`config.mk`:
```
export PLATFORM = sky130hd
export DESIGN_NAME = interval_timer
export DESIGN_NICKNAME = d
export VERILOG_FILES = /design/src/rtl/itmr_pkg.sv /design/src/rtl/itmr_base_counter.sv /design/src/rtl/itmr_deadline_gen.sv /design/src/rtl/itmr_match.sv /design/src/rtl/interval_timer.sv
export SDC_FILE = /design/constraint.sdc
export NUM_CORES = 1
export LEC_CHECK = 0
export CORE_MARGIN = 2
export CORE_UTILIZATION = 52
export CTS_CLUSTER_DIAMETER = 200
export DETAILED_ROUTE_END_ITERATION = 8
export PLACE_DENSITY = 0.77
export SETUP_SLACK_MARGIN = 0.2
export SLEW_MARGIN = 20
export SYNTH_ARGS = -nofsm -noshare
export SYNTH_HDL_FRONTEND = slang
export SYNTH_SLANG_ARGS = --single-unit
```
`constraint.sdc`:
```
create_clock -name clk -period 4.4 [get_ports clk]
set_clock_uncertainty 0.2 [all_clocks]
set_input_delay 0.88 -clock clk [delete_from_list [all_inputs] [get_ports clk]]
set_output_delay 0.88 -clock clk [all_outputs]
set_load 0.05 [all_outputs]
```
`src/rtl/itmr_pkg.sv`:
```
// Package: itmr_pkg
// Shared default sizes for the interval timer family.
// Assumes: the compare field plus the shift fits inside the base counter.
package itmr_pkg;
    localparam int unsigned ITMR_BASE_W_DEF = 64;
    localparam int unsigned ITMR_CMP_W_DEF  = 32;
    localparam int unsigned ITMR_SHIFT_DEF  = 2;
    localparam int unsigned ITMR_MARGIN_DEF = 1000;
endpackage

```
`src/rtl/itmr_base_counter.sv`:
```
// Module: itmr_base_counter
// Free-running base counter and the read-capture register for the
// scaled software view of the time.
// Assumes: synchronous active-low reset; the counter wraps silently.
module itmr_base_counter #(
    parameter int unsigned BASE_W = itmr_pkg::ITMR_BASE_W_DEF,
    parameter int unsigned SHIFT  = itmr_pkg::ITMR_SHIFT_DEF
) (
    input  logic              clk,
    input  logic              rst_n,
    input  logic              rd_en,
    output logic [BASE_W-1:0] count,
    output logic [BASE_W-1:0] rd_data
);
    localparam logic [BASE_W-1:0] ONE = BASE_W'(1);

    // Advance the base count once per clock.
    always_ff @(posedge clk) begin
        if (!rst_n) count <= '0;
        else        count <= count + ONE;
    end

    // Capture the scaled count on a read strobe.
    always_ff @(posedge clk) begin
        if (!rst_n)     rd_data <= '0;
        else if (rd_en) rd_data <= count >> SHIFT;
    end

    AST_CNT_STEP: assert property (@(posedge clk) disable iff (!rst_n)
        $past(rst_n) |-> count == $past(count) + ONE);

    AST_RD_HOLD: assert property (@(posedge clk) disable iff (!rst_n)
        !rd_en |=> $stable(rd_data));
endmodule

```
`src/rtl/itmr_deadline_gen.sv`:
```
// Module: itmr_deadline_gen
// Forms the deadline from a compare write: it merges the scaled compare
// value into the low bits of the current count and pushes the result one
// field period ahead when it is behind the count or inside the margin.
// Assumes: CMP_W + SHIFT <= BASE_W; the deadline is kept one bit wider
// than the counter so the push-forward never truncates.
module itmr_deadline_gen #(
    parameter int unsigned BASE_W = itmr_pkg::ITMR_BASE_W_DEF,
    parameter int unsigned CMP_W  = itmr_pkg::ITMR_CMP_W_DEF,
    parameter int unsigned SHIFT  = itmr_pkg::ITMR_SHIFT_DEF,
    parameter int unsigned MARGIN = itmr_pkg::ITMR_MARGIN_DEF
) (
    input  logic              clk,
    input  logic              rst_n,
    input  logic [BASE_W-1:0] count,
    input  logic              wr_en,
    input  logic [CMP_W-1:0]  wr_data,
    output logic [BASE_W:0]   deadline,
    output logic              armed
);
    localparam int unsigned FIELD_W = CMP_W + SHIFT;
    localparam int unsigned DL_W    = BASE_W + 1;
    localparam logic [DL_W-1:0] PERIOD   = DL_W'(1) << FIELD_W;
    localparam logic [DL_W-1:0] LOW_MASK = PERIOD - DL_W'(1);
    localparam logic [DL_W-1:0] MARGIN_X = DL_W'(MARGIN);

    logic [DL_W-1:0] count_x;
    logic [DL_W-1:0] candidate;
    logic [DL_W-1:0] limit;
    logic [DL_W-1:0] next_deadline;

    // Build the merged candidate and the push-forward decision.
    always_comb begin
        count_x       = {1'b0, count};
        candidate     = (count_x & ~LOW_MASK) | (DL_W'(wr_data) << SHIFT);
        limit         = count_x + MARGIN_X;
        next_deadline = (candidate < limit) ? candidate + PERIOD : candidate;
    end

    // Latch the deadline and arm the comparator on a write.
    always_ff @(posedge clk) begin
        if (!rst_n) begin
            deadline <= '0;
            armed    <= 1'b0;
        end else if (wr_en) begin
            deadline <= next_deadline;
            armed    <= 1'b1;
        end
    end

    AST_DL_FUTURE: assert property (@(posedge clk) disable iff (!rst_n)
        wr_en |=> deadline > {1'b0, $past(count)});

    AST_ARM_ON_WR: assert property (@(posedge clk) disable iff (!rst_n)
        wr_en |=> armed);

    AST_ARM_STAYS: assert property (@(posedge clk) disable iff (!rst_n)
        armed |=> armed);
endmodule

```
`src/rtl/itmr_match.sv`:
```
// Module: itmr_match
// Compares the base count with the armed deadline and holds the interrupt
// until software writes a new compare value.
// Assumes: the deadline is one bit wider than the count.
module itmr_match #(
    parameter int unsigned BASE_W = itmr_pkg::ITMR_BASE_W_DEF
) (
    input  logic              clk,
    input  logic              rst_n,
    input  logic [BASE_W-1:0] count,
    input  logic [BASE_W:0]   deadline,
    input  logic              armed,
    input  logic              wr_en,
    output logic              irq
);
    logic reached;

    // Deadline reached when the widened count is at or past it.
    always_comb reached = armed && ({1'b0, count} >= deadline);

    // Set the sticky interrupt; a write clears it.
    always_ff @(posedge clk) begin
        if (!rst_n)       irq <= 1'b0;
        else if (wr_en)   irq <= 1'b0;
        else if (reached) irq <= 1'b1;
    end

    AST_IRQ_ARMED: assert property (@(posedge clk) disable iff (!rst_n)
        irq |-> armed);

    AST_IRQ_CAUSE: assert property (@(posedge clk) disable iff (!rst_n)
        $rose(irq) |-> {1'b0, $past(count)} >= $past(deadline));

    AST_IRQ_STICKY: assert property (@(posedge clk) disable iff (!rst_n)
        irq && !wr_en |=> irq);

    AST_WR_CLEARS: assert property (@(posedge clk) disable iff (!rst_n)
        wr_en |=> !irq);
endmodule

```
`src/rtl/interval_timer.sv`:
```
// Module: interval_timer
// Top of the interval timer: base counter with scaled read-out, deadline
// formation on compare writes, and a sticky deadline interrupt.
// Assumes: synchronous active-low reset; MARGIN does not exceed one field
// period; interrupt masking lives outside this block.
module interval_timer #(
    parameter int unsigned BASE_W = itmr_pkg::ITMR_BASE_W_DEF,
    parameter int unsigned CMP_W  = itmr_pkg::ITMR_CMP_W_DEF,
    parameter int unsigned SHIFT  = itmr_pkg::ITMR_SHIFT_DEF,
    parameter int unsigned MARGIN = itmr_pkg::ITMR_MARGIN_DEF
) (
    input  logic              clk,
    input  logic              rst_n,
    input  logic              rd_en,
    output logic [BASE_W-1:0] rd_data,
    input  logic              wr_en,
    input  logic [CMP_W-1:0]  wr_data,
    output logic              irq
);
    logic [BASE_W-1:0] count;
    logic [BASE_W:0]   deadline;
    logic              armed;

    initial begin
        if (CMP_W + SHIFT > BASE_W)
            $error("interval_timer: compare field plus shift exceeds counter width");
    end

    itmr_base_counter #(.BASE_W(BASE_W), .SHIFT(SHIFT)) u_counter (
        .clk     (clk),
        .rst_n   (rst_n),
        .rd_en   (rd_en),
        .count   (count),
        .rd_data (rd_data)
    );

    itmr_deadline_gen #(
        .BASE_W(BASE_W), .CMP_W(CMP_W), .SHIFT(SHIFT), .MARGIN(MARGIN)
    ) u_deadline (
        .clk      (clk),
        .rst_n    (rst_n),
        .count    (count),
        .wr_en    (wr_en),
        .wr_data  (wr_data),
        .deadline (deadline),
        .armed    (armed)
    );

    itmr_match #(.BASE_W(BASE_W)) u_match (
        .clk      (clk),
        .rst_n    (rst_n),
        .count    (count),
        .deadline (deadline),
        .armed    (armed),
        .wr_en    (wr_en),
        .irq      (irq)
    );
endmodule

```
# Word-level counts from Yosys, hierarchy flattened
# Cells that the tools add are included.
# op_classes
n_addsub,3
magnitude_cmp,2
muxes,1
n_bitwise,2
reduce_logical,2
# ops
operator,n
"64-bit by 10-bit adder with 65-bit output, second input constant",1
"65-bit by 35-bit adder with 65-bit output, second input constant",1
64-bit by 65-bit >= comparator with 1-bit output,1
65-bit < comparator,1
65-bit 2-to-1 mux,1
"64-bit by 1-bit adder with 64-bit output, second input constant",1
64-bit by 34-bit bitwise OR with 64-bit output,1
2-bit OR reduction,1
1-bit logical AND,1
1-bit inverter,1
# totals
register_bits,193
in_bits,36
out_inout_bits,65
elab_cells,15

# Logic depth before layout (Yosys ltp)
# Gate-level depths: netlist (run 1).
# depth
word_depth,3
depth_mapped,21
depth_no_buf,19

# By module
# From an unflattened synthesis (run 1), not the netlist that was laid out.
# unflattened
hier_cells,1464
hier_area_um2,12181.7
# modules_own_cells
module,n_inst,cells_each,area_each_um2
itmr_deadline_gen,1,679,5447.7
itmr_base_counter,1,555,5098.6
itmr_match,1,230,1635.3

# Least setup slack after synthesis (run 1)
# Ideal clock, no wire load.
# synth_timing
path_kind,register -> register
from,register u_counter.count[6]
to,register u_deadline.deadline[58]
arrival_ps,4411
t_required_ps,4126
setup_slack_ps,-285
stages_incl_launch_ff,19
path_cell_list,dfxtp_1 -> clkbuf_1 -> or4_1 -> or3_1 -> clkbuf_1 -> nand3_1 -> nor2_1 -> nand2_1 -> xor2_1 -> ha_1 -> and4_1 -> a221o_1 -> a2111oi_0 -> o22ai_1 -> a22o_1 -> or2_1 -> buf_2 -> or4_1 -> a31oi_1
# synth_between
elab_chain_cells,3
# synth_rtl
element,line_no,source
from (decl),itmr_base_counter.sv:12,"output logic [BASE_W-1:0] count,"
from (signal assigned),itmr_base_counter.sv:20,else count <= count + ONE;
64-bit by 10-bit adder with 65-bit output,itmr_deadline_gen.sv:36,limit = count_x + MARGIN_X;
65-bit < comparator,itmr_deadline_gen.sv:37,next_deadline = (candidate < limit) ? candidate + PERIOD : candidate;
65-bit 2-to-1 mux,itmr_deadline_gen.sv:37,
to (signal assigned),itmr_deadline_gen.sv:46,deadline <= next_deadline;
to (decl),itmr_deadline_gen.sv:18,"output logic [BASE_W:0] deadline,"
# Every way passes these cells.
# A chain may end at the register's enable or synchronous reset.

# Worst setup path after layout (run 1)
# layout_timing
from,register u_counter.count[6]
to,register u_deadline.deadline[54]
# The elaborated chain is that of the path after synthesis.

==> results.tsv, run 1 <==
stage	metric	value	unit
worst_setup_path	worst-path-max-fanout	6	
logic_synthesis	ys_warn_count	0	
power	p_seq_frac	0.463	
place	pre_cts_ws	-222	ps
global_route	grt_usage	0.304	
global_route	globalRouteOverflowTotal	0	
worst_setup_path	crit_path_start_kind	flop	
sta	setup_ws	-146	ps
logic_synthesis	syn-cell-area	12300	um2
sta	max_freq	220	MHz
power	p_sw_frac	0.241	
clock_tree	clockBufferDepth	2	
die	design.core.area	23300	um2
clock_tree	numCtsBuffers	17	
die	rows	56	
final_layout	final_nets	1791	
hold_path	hold_start	u_counter.count[0]	
hold_path	min_path_cells	1	
route	drc	0	
status	failed_checks	setup timing	
route	wirelength	38500	um
power	peakVddDrop	0.000167	V
place	hpwl	27700	um
power	p_int	0.00291	W
final_layout	drive_above_1_share	0.164	
status	status	finished with violations	
die	pin_count	101	
route	drtIter0Drc	869	
sta	worstMarginPinSlew	1100	ps
sta	slew_headroom	0.268	
worst_setup_path	startpoint	u_counter.count[6]	
sta	final.period_utilization	1.03	
logic_synthesis	syn_area_per_cell	8.48	um2
route	drt-wirelength-per-cell	19.5	um
global_route	grt_pass1_wl	58500	um
power	clockPowerShare	0.447	
die	die_h	158	um
worst_setup_path	worstPathArrival	4690	ps
clock_tree	clkSlewWorstSetupHoldPaths	70	ps
clock_tree	cts-root-buf	clkbuf_16	
job	maxCapViolations	0	
sta	drv_slew	0	
route	dr.pass1.iters	7	
final_layout	final_common_cell	dfxtp_1	
clock_tree	numClockSinks	191	
logic_synthesis	seq_area_frac_synth	0.311	
power	power_density	245	nW/um2
logic_synthesis	yosys.area.top_type	dfxtp_1	
sta	setup_viol	29	
hold_path	min_to	u_counter.count[0]	
worst_setup_path	path_class	reg -> reg	
die	dieArea	24900	um2
sta	rsz0062_at_grt	yes	
worst_setup_path	ff2ff_path_depth	18	
route	viasPerCell	5.82	
logic_synthesis	synth_cell_types	66	
logic_synthesis	synth_area_leaders	dfxtp_1 31%, ha_1 12%, mux2i_1 8.0%, nor2b_1 5.2%, xnor2_1 4.3%	
final_layout	final_cell_mix	190 x dfxtp_1, 151 x buf_4, 111 x ha_1	
clock_tree	cts-htree-levels	4	
global_route	grt_start_max_net_pins	88	
logic_synthesis	ys_dominant_reg_cell	dfxtp_1	
worst_setup_path	rrSetupSlack	-150	ps
worst_setup_path	worstReg2RegStart	u_counter.count[6]	
final_layout	antenna_cells	0	
place	numPortBuffers	98	
final_layout	final_area	15700	um2
power	p_leak	6.49	nW
sta	hold_viol_final	0	
route	vias	11500	
clock_tree	cts_tree	built	
route	ant_nets	0	
final_layout	fillers	1850	
global_route	grt_pass1_vias	10900	
hold_path	hold_class	reg -> reg	
power	power.switching	0.000923	W
logic_synthesis	syn_inst	1448	
die	die_x	158	um
logic_synthesis	synth_seq_cells	191	
place	postPlaceCellArea	14400	um2
die	start_util	0.526	
logic_synthesis	synth-edff-count	0	
clock_tree	clk_latency	440	ps
logic_synthesis	synth.top_cell.area_share	0.311	
worst_setup_path	crit_path_end_kind	flop	
worst_setup_path	required	4540	ps
worst_setup_path	worst_r2r_endpoint	u_deadline.deadline[54]	
place	gp_congestion	0.984	
power	share_comb_of_total_power	0.090	
global_route	grt_antenna_before_repair	0	
logic_synthesis	synthArstFlopShare	0	
final_layout	syn2layout_area_growth	27.5	%
sta	period_minus_slack	4550	ps
[per-stage QoR]
| stage | utilization | std cells | total power (W) | TNS [ps] | hold WS, ps |
|---|---|---|---|---|---|
| after global placement | 0.617 | 1914 | 0.00210 | -2420 | 250 |
| after CTS | 0.658 | 1963 | 0.00382 | -1150 | 277 |
| after floorplan | - | 1449 | 0.00201 | 0 | 235 |
| after global routing | 0.671 | 1973 | 0.00393 | -5740 | 308 |
| after detailed placement | 0.617 | 1914 | 0.00211 | -3880 | 268 |
| final | 0.671 | 1973 | 0.00383 | -1890 | 279 |
[worst max-delay path: stages, from the launching register on]
cell and delay [ps]:
dfxtp_2 320, or4_4 520, or3_4 430, nand3_4 170
nor2_4 60, nand2_1 70, xor2_1 150, ha_1 250
and4_1 210, a221o_1 440, a2111oi_4 270, o22ai_2 140
a22o_4 280, buf_6 130, buf_6 110, nor3_4 190
buf_6 180, a211oi_1 80, a311oi_1 230
[cells by family (layout without fill, tap and decap cells)]
group / count (synthesis) / count (layout) / synth area share
AO/OA/AOI/OAI: 214 / 214 / 0.115
AND/OR/NAND/NOR: 558 / 558 / 0.253
flip-flops: 191 / 191 / 0.311
multiplexers: 100 / 100 / 0.0817
other: 1 / 2 / 0.000305
adder cells (fa/ha/maj): 113 / 113 / 0.115
buffers and inverters: 178 / 383 / 0.0574
XOR/XNOR: 93 / 93 / 0.0663
[metal layers]
metal	up-vias	global-route usage	wire, um
met2	442	0.487	17500
met5	-	0	0
met4	0	0.147	1670
met3	112	0.0506	2580
met1	5472	0.397	16800
li1	5453	-	-
[flip-flops by register name, indices dropped and copies added (netlist names)]
signal,flops
u_counter.count,64
u_counter.rd_data,62
u_deadline.armed,1
u_deadline.deadline,63
u_match.irq,1
[power by group through the flow]
stage	logic (W)	clock network, W	registers [W]
floorplan	0.000197	0	0.00181
global placement	0.000290	0	0.00181
detailed placement	0.000298	0	0.00181
CTS	0.000320	0.00172	0.00177
global route	0.000371	0.00179	0.00178
finish	0.000343	0.00171	0.00177
[synth_stat cells, drive strengths merged, types with 18 or more instances]
| master | number |
|---|---|
| a211oi | 21 |
| buf | 25 |
| and3 | 23 |
| dfxtp | 191 |
| inv | 81 |
| or3 | 28 |
| a21oi | 32 |
| o21ai | 60 |
| and2 | 68 |
| nand3 | 48 |
| a21boi | 18 |
| nor2 | 57 |
| xor2 | 32 |
| ha | 113 |
| nand4 | 45 |
| a21o | 24 |
| mux2i | 98 |
| nor3 | 44 |
| nor2b | 103 |
| clkbuf | 72 |
| nand2 | 83 |
| xnor2 | 61 |
[layout make-up]
type	count	area, um2	area share
clock buffer	20	457	0.0292
clock inverter	11	176	0.0113
inverter	81	304	0.0194
multi-input combinational	1080	8110	0.518
sequential	191	3820	0.244
tap	319	399	0.0255
timing repair buffer	271	2390	0.153
[repair_timing]
item                       CTS  global route
setup endpoints to repair   31            31
buffers inserted            17            10
resized for setup           39            50
hold buffers                 0             0
pin swaps                   33            52
gates cloned                 1             0
[worst max path at each step]
| stage | end | slack (ps) |
|---|---|---|
| final | u_deadline.deadline[54] | -150 |
| after global routing | u_deadline.deadline[54] | -260 |
| after CTS | u_deadline.deadline[35] | -120 |
| after detailed placement | u_deadline.deadline[55] | -220 |
| after global placement | u_deadline.deadline[44] | -200 |
| after floorplan | u_deadline.deadline[58] | 30 |
Power figures use the tool's default switching activity.
==> inputs of run 2 (changes only) <==
--- a/config.mk
+++ b/config.mk
@@ -9,9 +9,10 @@
 export CORE_UTILIZATION = 52
 export CTS_CLUSTER_DIAMETER = 200
 export DETAILED_ROUTE_END_ITERATION = 8
-export PLACE_DENSITY = 0.77
+export PLACE_DENSITY = 0.78
 export SETUP_SLACK_MARGIN = 0.2
 export SLEW_MARGIN = 20
 export SYNTH_ARGS = -nofsm -noshare
 export SYNTH_HDL_FRONTEND = slang
+export SYNTH_HIERARCHICAL = 1
 export SYNTH_SLANG_ARGS = --single-unit
==> run 2 against run 1 <==
Net effect: the flow still finishes with violations (setup timing); synthesized cell count up 1.1%; die area fell by 0.82%; register-to-register slack lost 260 ps; critical path depth grew 1; via count rose by 6.6%; first-iteration DRC count up 55%; core utilization decreased by 0.71 points; critical path type unchanged; critical endpoint is now u_deadline/deadline[56]; largest cell class unchanged.
==> results.tsv, run 2 <==
stage	metric	value	unit	change
status	status	finished with violations		unchanged
status	failed_checks	setup timing		unchanged
worst_setup_path	worst_r2r_endpoint	u_deadline/deadline[56]		was u_deadline.deadline[54]
logic_synthesis	synth-edff-count	0		unchanged
global_route	grt_antenna_before_repair	0		unchanged
clock_tree	cts_tree	built		unchanged
power	p_leak	6.29	nW	was 6.49 nW
logic_synthesis	ys_dominant_reg_cell	dfxtp_1		unchanged
logic_synthesis	seq_area_frac_synth	0.314		was 0.311
global_route	grt_pass1_vias	11700		was 10900
hold_path	hold_class	reg -> reg		unchanged
sta	setup_ws	-409	ps	was -146 ps
final_layout	utilization	0.664		was 0.671
worst_setup_path	ff2ff_path_depth	19		was 18
worst_setup_path	crit_buf_inv	2		was 3
route	drc	0		unchanged
sta	setup_viol	31		was 29
clock_tree	numClockSinks	191		unchanged
route	wirelength	37600	um	was 38500 um
worst_setup_path	crit_path_end_kind	flop		unchanged
power	p_sw_frac	0.257		was 0.241
worst_setup_path	cp_slowest_cell	or4_4		unchanged
global_route	grt_usage	0.301		was 0.304
clock_tree	clkSlewWorstSetupHoldPaths	70	ps	about the same
power	p_seq_frac	0.486		was 0.463
logic_synthesis	yosys-top-cells-count	191 x dfxtp_1, 147 x nor2_1, 114 x ha_1		was 191 x dfxtp_1, 113 x ha_1, 103 x nor2b_1
hold_path	min_to	u_deadline/armed		was u_counter.count[0]
worst_setup_path	required	4480	ps	was 4540 ps
place	pre_cts_ws	-477	ps	was -222 ps
clock_tree	numCtsBuffers	17		unchanged
final_layout	top_regs	u_counter/count x64, u_deadline/deadline x63, u_counter/rd_data x62		was u_counter.count x64, u_deadline.deadline x63, u_counter.rd_data x62
final_layout	final_nets	1827		was 1791
worst_setup_path	worstPathArrival	4890	ps	was 4690 ps
route	drt-wirelength-per-cell	18.7	um	was 19.5 um
power	power.switching	0.000938	W	was 0.000923 W
die	dieArea	24700	um2	was 24900 um2
route	dr.pass1.iters	7		unchanged
logic_synthesis	synth_area_leaders	dfxtp_1 31%, ha_1 12%, mux2i_1 8.0%, nor2_1 4.5%, a21oi_1 3.2%		was dfxtp_1 31%, ha_1 12%, mux2i_1 8.0%, nor2b_1 5.2%, xnor2_1 4.3%
final_layout	syn2layout_area_growth	26.8	%	was 27.5%
hold_path	hold_start	u_deadline/armed		was u_counter.count[0]
worst_setup_path	worstPathCellList	or4_4, nor3_4, nand2b_4, nor3_4, and3_4, and3_4, nand2_4, buf_4, buf_6, nor3_1, ha_1, xnor2_2, o211a_1, a311o_1, mux2i_1, nand3_2, o2111a_2, o41ai_2, a31oi_1		was or4_4, or3_4, nand3_4, nor2_4, nand2_1, xor2_1, ha_1, and4_1, a221o_1, a2111oi_4, o22ai_2, a22o_4, buf_6, buf_6, nor3_4, buf_6, a211oi_1, a311oi_1
logic_synthesis	synth_cell_types	74		was 66
final_layout	top_register	u_counter/count		was u_counter.count
die	die_h	157	um	was 158 um
power	peakVddDrop	0.000224	V	was 0.000167 V
logic_synthesis	synthArstFlopShare	0		unchanged
route	ant_nets	0		unchanged
route	viasPerCell	6.09		was 5.82
logic_synthesis	yosys.area.top_type	dfxtp_1		unchanged
die	design.core.area	23300	um2	about the same
place	gp_congestion	0.997		was 0.984
logic_synthesis	synth_seq_cells	191		unchanged
worst_setup_path	worstReg2RegStart	u_counter/count[5]		was u_counter.count[6]
sta	final.period_utilization	1.09		was 1.03
logic_synthesis	synth.top_cell.area_share	0.314		was 0.311
worst_setup_path	crit_family	simple AND/OR/NAND/NOR gates		unchanged
die	start_util	0.524		was 0.526
final_layout	drive_above_1_share	0.169		was 0.164
clock_tree	cts-root-buf	clkbuf_16		unchanged
job	maxCapViolations	0		unchanged
final_layout	final_common_cell	dfxtp_1		unchanged
clock_tree	cts-htree-levels	4		unchanged
sta	period_minus_slack	4810	ps	was 4550 ps
sta	worstMarginPinSlew	1020	ps	was 1100 ps
logic_synthesis	synth.most_common_cell	dfxtp_1		unchanged
worst_setup_path	crit_path_start_kind	flop		unchanged
final_layout	final_area	15500	um2	was 15700 um2
place	postPlaceCellArea	14400	um2	about the same
clock_tree	clk_latency	440	ps	about the same
worst_setup_path	path_class	reg -> reg		unchanged
die	pin_count	101		unchanged
die	die_x	157	um	was 158 um
logic_synthesis	ys_warn_count	6		was 0
hold_path	min_path_cells	1		unchanged
worst_setup_path	worst-path-max-fanout	8		was 6
sta	hold_viol_final	0		unchanged
logic_synthesis	syn-cell-area	12200	um2	was 12300 um2
worst_setup_path	max_stage_delay	550	ps	was 520 ps
global_route	grt_start_max_net_pins	88		unchanged
logic_synthesis	syn_inst	1464		was 1448
final_layout	antenna_cells	0		unchanged
power	power_density	236	nW/um2	was 245 nW/um2
power	p_int	0.00272	W	was 0.00291 W
power	clockPowerShare	0.421		was 0.447
logic_synthesis	syn_area_per_cell	8.32	um2	was 8.48 um2
global_route	globalRouteOverflowTotal	0		unchanged
place	hpwl	25800	um	was 27700 um
place	numPortBuffers	98		unchanged
sta	drv_slew	0		unchanged
die	rows	56		unchanged
final_layout	final_cell_mix	186 x dfxtp_1, 149 x buf_4, 143 x nor2_1		was 190 x dfxtp_1, 151 x buf_4, 111 x ha_1
route	vias	12200		was 11500
sta	max_freq	208	MHz	was 220 MHz
global_route	grt_pass1_wl	59300	um	was 58500 um
sta	slew_headroom	0.315		was 0.268
final_layout	largest_register_ffs	64		unchanged
sta	rsz0062_at_grt	yes		unchanged
clock_tree	clockBufferDepth	2		unchanged
power	share_comb_of_total_power	0.093		was 0.090
worst_setup_path	rrSetupSlack	-410	ps	was -150 ps
clock_tree	cts_hold_buf	0		unchanged
route	drtIter0Drc	1345		was 869
## run 2: cell count changes after synthesis, sizes merged, moves of 23 or more
cell   before  now
nor2       57  147
nor2b     103   35
and2       68    8
a21oi      32   80
xnor2      61   34
nand3      48   71
## run 2: worst max path at each step
| stage | cells after the start | end | start |
|---|---|---|---|
| final | 19 | u_deadline/deadline[56] | u_counter/count[5] |
| after global placement | 20 | u_deadline/deadline[39] | u_counter/count[6] |
| after detailed placement | 22 | u_deadline/deadline[39] | u_counter/count[6] |
| after CTS | 22 | u_deadline/deadline[39] | u_counter/count[5] |
| after global routing | 22 | u_deadline/deadline[39] | u_counter/count[5] |
| after floorplan | 24 | u_deadline/deadline[48] | u_counter/count[6] |
## run 2: cell families after synthesis
logic type,share of synthesized area
xor+xnor,0.0518
fa+ha+maj,0.117
simple gates,0.248
buf+inv,0.0548
other cells,0.000616
flops,0.314
compound gates,0.134
mux,0.0797
## run 2: stage by stage
stage                     std cells  hold WS, ps  TNS, ps  power, W
after detailed placement       1955          260   -10760   0.00213
after global placement         1955          253    -8370   0.00211
final                          2009          273    -8920   0.00365
after global routing           2009          295   -12870   0.00378
after floorplan                1466          242    -5430   0.00202
after CTS                      2005          279    -5980   0.00366
## run 2: layout make-up
cell class,instances,area (um2)
multi-input combinational,1120,8100
inverter,90,340
fill,1903,7810
timing repair buffer,257,2210
tap,319,399
clock inverter,13,130
sequential,191,3830
clock buffer,19,443
## run 2: routing by layer
metal	track usage	vias up	routed length [um]
met1	0.371	5759	15500
met3	0.0581	162	2660
met5	0	-	0
met2	0.514	586	17800
li1	-	5731	-
met4	0.124	0	1550
## run 2: power groups by stage
stage | clock network (W) | registers, W | logic (W)
after global placement | 0 | 0.00182 | 0.000297
final | 0.00154 | 0.00178 | 0.000339
after detailed placement | 0 | 0.00182 | 0.000309
after global routing | 0.00163 | 0.00178 | 0.000367
after floorplan | 0 | 0.00181 | 0.000207
after CTS | 0.00156 | 0.00178 | 0.000326
## run 2: repair_timing
item                       CTS  global route
cloned                       7             1
setup endpoints to repair   31            31
pin swaps                   28            24
resized for setup           30            32
buffers inserted            11             3
==> inputs of run 3 (changes only) <==
--- a/config.mk
+++ b/config.mk
@@ -5,8 +5,10 @@
 export SDC_FILE = /design/constraint.sdc
 export NUM_CORES = 1
 export LEC_CHECK = 0
+export CELL_PAD_IN_SITES_DETAIL_PLACEMENT = 1
+export CELL_PAD_IN_SITES_GLOBAL_PLACEMENT = 2
 export CORE_MARGIN = 2
-export CORE_UTILIZATION = 52
+export CORE_UTILIZATION = 32
 export CTS_CLUSTER_DIAMETER = 200
 export DETAILED_ROUTE_END_ITERATION = 8
 export PLACE_DENSITY = 0.78
==> run 3 against run 2 <==
Net effect: critical path type unchanged; the flow still finishes with violations (setup timing); cell count grew 9.7%; first-iteration DRC count down 53%; register-to-register slack improved by 110 ps; highest routed layer unchanged; via count shrank 3.6%; count of clock-buffer cells in the layout grew 4; non-clock buffer count is 9 higher; die area up 61%; critical path depth is 5 higher; clock power about the same.
==> results.tsv, run 3 (synthesized netlist as in run 2, its figures left out) <==
stage	metric	value	unit	change
status	status	finished with violations		unchanged
status	failed_checks	setup timing		unchanged
sta	rsz0062_at_grt	yes		unchanged
global_route	grt_usage	0.222		was 0.301
final_layout	fillers	4422		was 1903
job	maxCapViolations	0		unchanged
sta	holdWs	267	ps	was 273 ps
global_route	globalRouteOverflowTotal	0		unchanged
die	start_util	0.324		was 0.524
worst_setup_path	path_class	reg -> reg		unchanged
final_layout	drive_above_1_share	0.175		was 0.169
power	total_power	0.00364	W	was 0.00365 W
sta	worstMarginPinSlew	1020	ps	about the same
place	numPortBuffers	98		unchanged
route	dr.pass1.iters	5		was 7
route	viasPerCell	5.35		was 6.09
worst_setup_path	worst-path-max-fanout	7		was 8
place	gp_congestion	0.861		was 0.997
global_route	grt_pass1_vias	12000		was 11700
clock_tree	cts_hold_buf	0		unchanged
global_route	grt_antenna_before_repair	0		unchanged
die	pin_count	101		unchanged
clock_tree	cts-htree-levels	4		unchanged
worst_setup_path	cp_slowest_cell	or4_4		unchanged
clock_tree	clkSlewWorstSetupHoldPaths	70	ps	about the same
worst_setup_path	max_stage_delay	550	ps	about the same
final_layout	antenna_cells	0		unchanged
place	hpwl	31600	um	was 25800 um
sta	setup_ws	-302	ps	was -409 ps
final_layout	top_regs	u_counter/count x64, u_deadline/deadline x63, u_counter/rd_data x62		unchanged
route	drt-wirelength-per-cell	19.6	um	was 18.7 um
clock_tree	clockBufferDepth	2		unchanged
worst_setup_path	crit_path_end_kind	flop		unchanged
clock_tree	cts_tree	built		unchanged
worst_setup_path	worstPathArrival	4870	ps	was 4890 ps
final_layout	largest_register_ffs	64		unchanged
final_layout	top_register	u_counter/count		unchanged
global_route	grt_start_max_net_pins	73		was 88
power	peakVddDrop	0.000272	V	was 0.000224 V
worst_setup_path	crit_path_start_kind	flop		unchanged
sta	drv_slew	0		unchanged
die	rows	71		was 56
sta	period_minus_slack	4700	ps	was 4810 ps
final_layout	final_nets	1829		was 1827
sta	max_freq	213	MHz	was 208 MHz
power	power_density	231	nW/um2	was 236 nW/um2
final_layout	syn2layout_area_growth	29.5	%	was 26.8%
sta	final.period_utilization	1.07		was 1.09
worst_setup_path	worstPathCellList	or4_4, nor3_4, nand2b_4, nor3_4, and3_4, and3_4, nand2_4, nor2_4, nand2_2, nor2_2, ha_1, xor2_2, buf_4, nor4b_4, and3_1, o21a_1, o21ai_1, a21oi_1, or4_4, buf_6, buf_6, buf_6, or4_4, a31oi_1		was or4_4, nor3_4, nand2b_4, nor3_4, and3_4, and3_4, nand2_4, buf_4, buf_6, nor3_1, ha_1, xnor2_2, o211a_1, a311o_1, mux2i_1, nand3_2, o2111a_2, o41ai_2, a31oi_1
final_layout	final_cell_mix	187 x dfxtp_1, 156 x buf_4, 141 x nor2_1		was 186 x dfxtp_1, 149 x buf_4, 143 x nor2_1
sta	slew_headroom	0.320		was 0.315
die	design.core.area	37600	um2	was 23300 um2
clock_tree	numClockSinks	191		unchanged
route	drc	0		unchanged
die	dieArea	39600	um2	was 24700 um2
die	die_h	199	um	was 157 um
clock_tree	numCtsBuffers	17		unchanged
worst_setup_path	required	4570	ps	was 4480 ps
hold_path	hold_class	reg -> reg		unchanged
route	ant_nets	0		unchanged
sta	hold_viol_final	0		unchanged
final_layout	final_common_cell	dfxtp_1		unchanged
final_layout	layoutNonFillerInstCount	2203		was 2009
route	wirelength	43300	um	was 37600 um
global_route	grt_pass1_wl	68100	um	was 59300 um
route	vias	11800		was 12200
clock_tree	cts-root-buf	clkbuf_16		unchanged
place	dp.cells	2150		was 1955
die	die_x	199	um	was 157 um
route	drtIter0Drc	626		was 1345
power	p_leak	6.31	nW	was 6.29 nW
sta	setup_viol	31		unchanged
clock_tree	clk_latency	450	ps	was 440 ps
-- run 3: cell count changes in the layout (fill, tap and decap cells not counted), sizes merged --
| cell | before | now |
|---|---|---|
| buf | 162 | 169 |
| clkbuf | 19 | 25 |
| inv | 96 | 93 |
| or2 | 9 | 8 |
| o2111a | 8 | 2 |
| bufinv | 1 | 0 |
| clkinv | 6 | 3 |
| clkinvlp | 0 | 3 |
-- run 3: area by class of cell --
type | count | area [um2] | share of cell area
inverter | 90 | 340 | 0.0216
clock inverter | 9 | 75.1 | 0.00476
tap | 511 | 639 | 0.0405
clock buffer | 23 | 478 | 0.0303
multi-input combinational | 1113 | 8080 | 0.512
sequential | 191 | 3830 | 0.243
timing repair buffer | 266 | 2330 | 0.148
-- run 3: timing repair --
item,4_1_cts,5_1_grt
setup buffers,12,7
setup endpoints to repair,31,31
cloned,0,2
pin swaps,28,35
resized for setup,26,43
-- run 3: final timing paths --
kind | start | end | slack [ps] | depth (start not counted)
max | u_counter/count[8] | u_deadline/deadline[37] | -300 | 24
min | u_deadline/armed | u_deadline/armed | 270 | 1
max reg2reg | u_counter/count[8] | u_deadline/deadline[37] | -300 | 24
min reg2reg | u_deadline/armed | u_deadline/armed | 270 | 1
-- run 3: metrics by stage --
step / setup TNS, ps / instance area (um2) / setup slack [ps] / utilization
after floorplan: -5430 / 12300 / -414 / -
after detailed placement: -14430 / 14700 / -577 / 0.391
after global placement: -11870 / 14700 / -478 / 0.391
final: -6380 / 15800 / -302 / 0.420
after CTS: -5850 / 15500 / -273 / 0.411
after global routing: -11050 / 15800 / -439 / 0.420
-- run 3: worst max-delay path, delay by kind of cell (launching register included) --
| family | cells | cell delay [ps] |
|---|---|---|
| adder cells (fa/ha/maj) | 1 | 310 |
| AND/OR/NAND/NOR | 14 | 2650 |
| XOR/XNOR | 1 | 150 |
| buffers and inverters | 4 | 530 |
| flip-flops | 1 | 330 |
| AO/OA/AOI/OAI | 4 | 450 |
-- run 3: metal layers --
layer  part of all wire  global-route usage  up-vias
li1                   -                   -     5711
met1               0.46               0.283     5823
met2               0.49               0.386      209
met3              0.031              0.0302       51
met4              0.021              0.0710        0
met5                  0                   0        -
-- run 3: power by group --
part | total, W | leakage (nW) | internal (W) | switching (W)
clock | 0.00152 | 0.261 | 0.000778 | 0.000747
combinational | 0.000341 | 4.49 | 0.000146 | 0.000196
sequential | 0.00178 | 1.55 | 0.00176 | 0.0000190
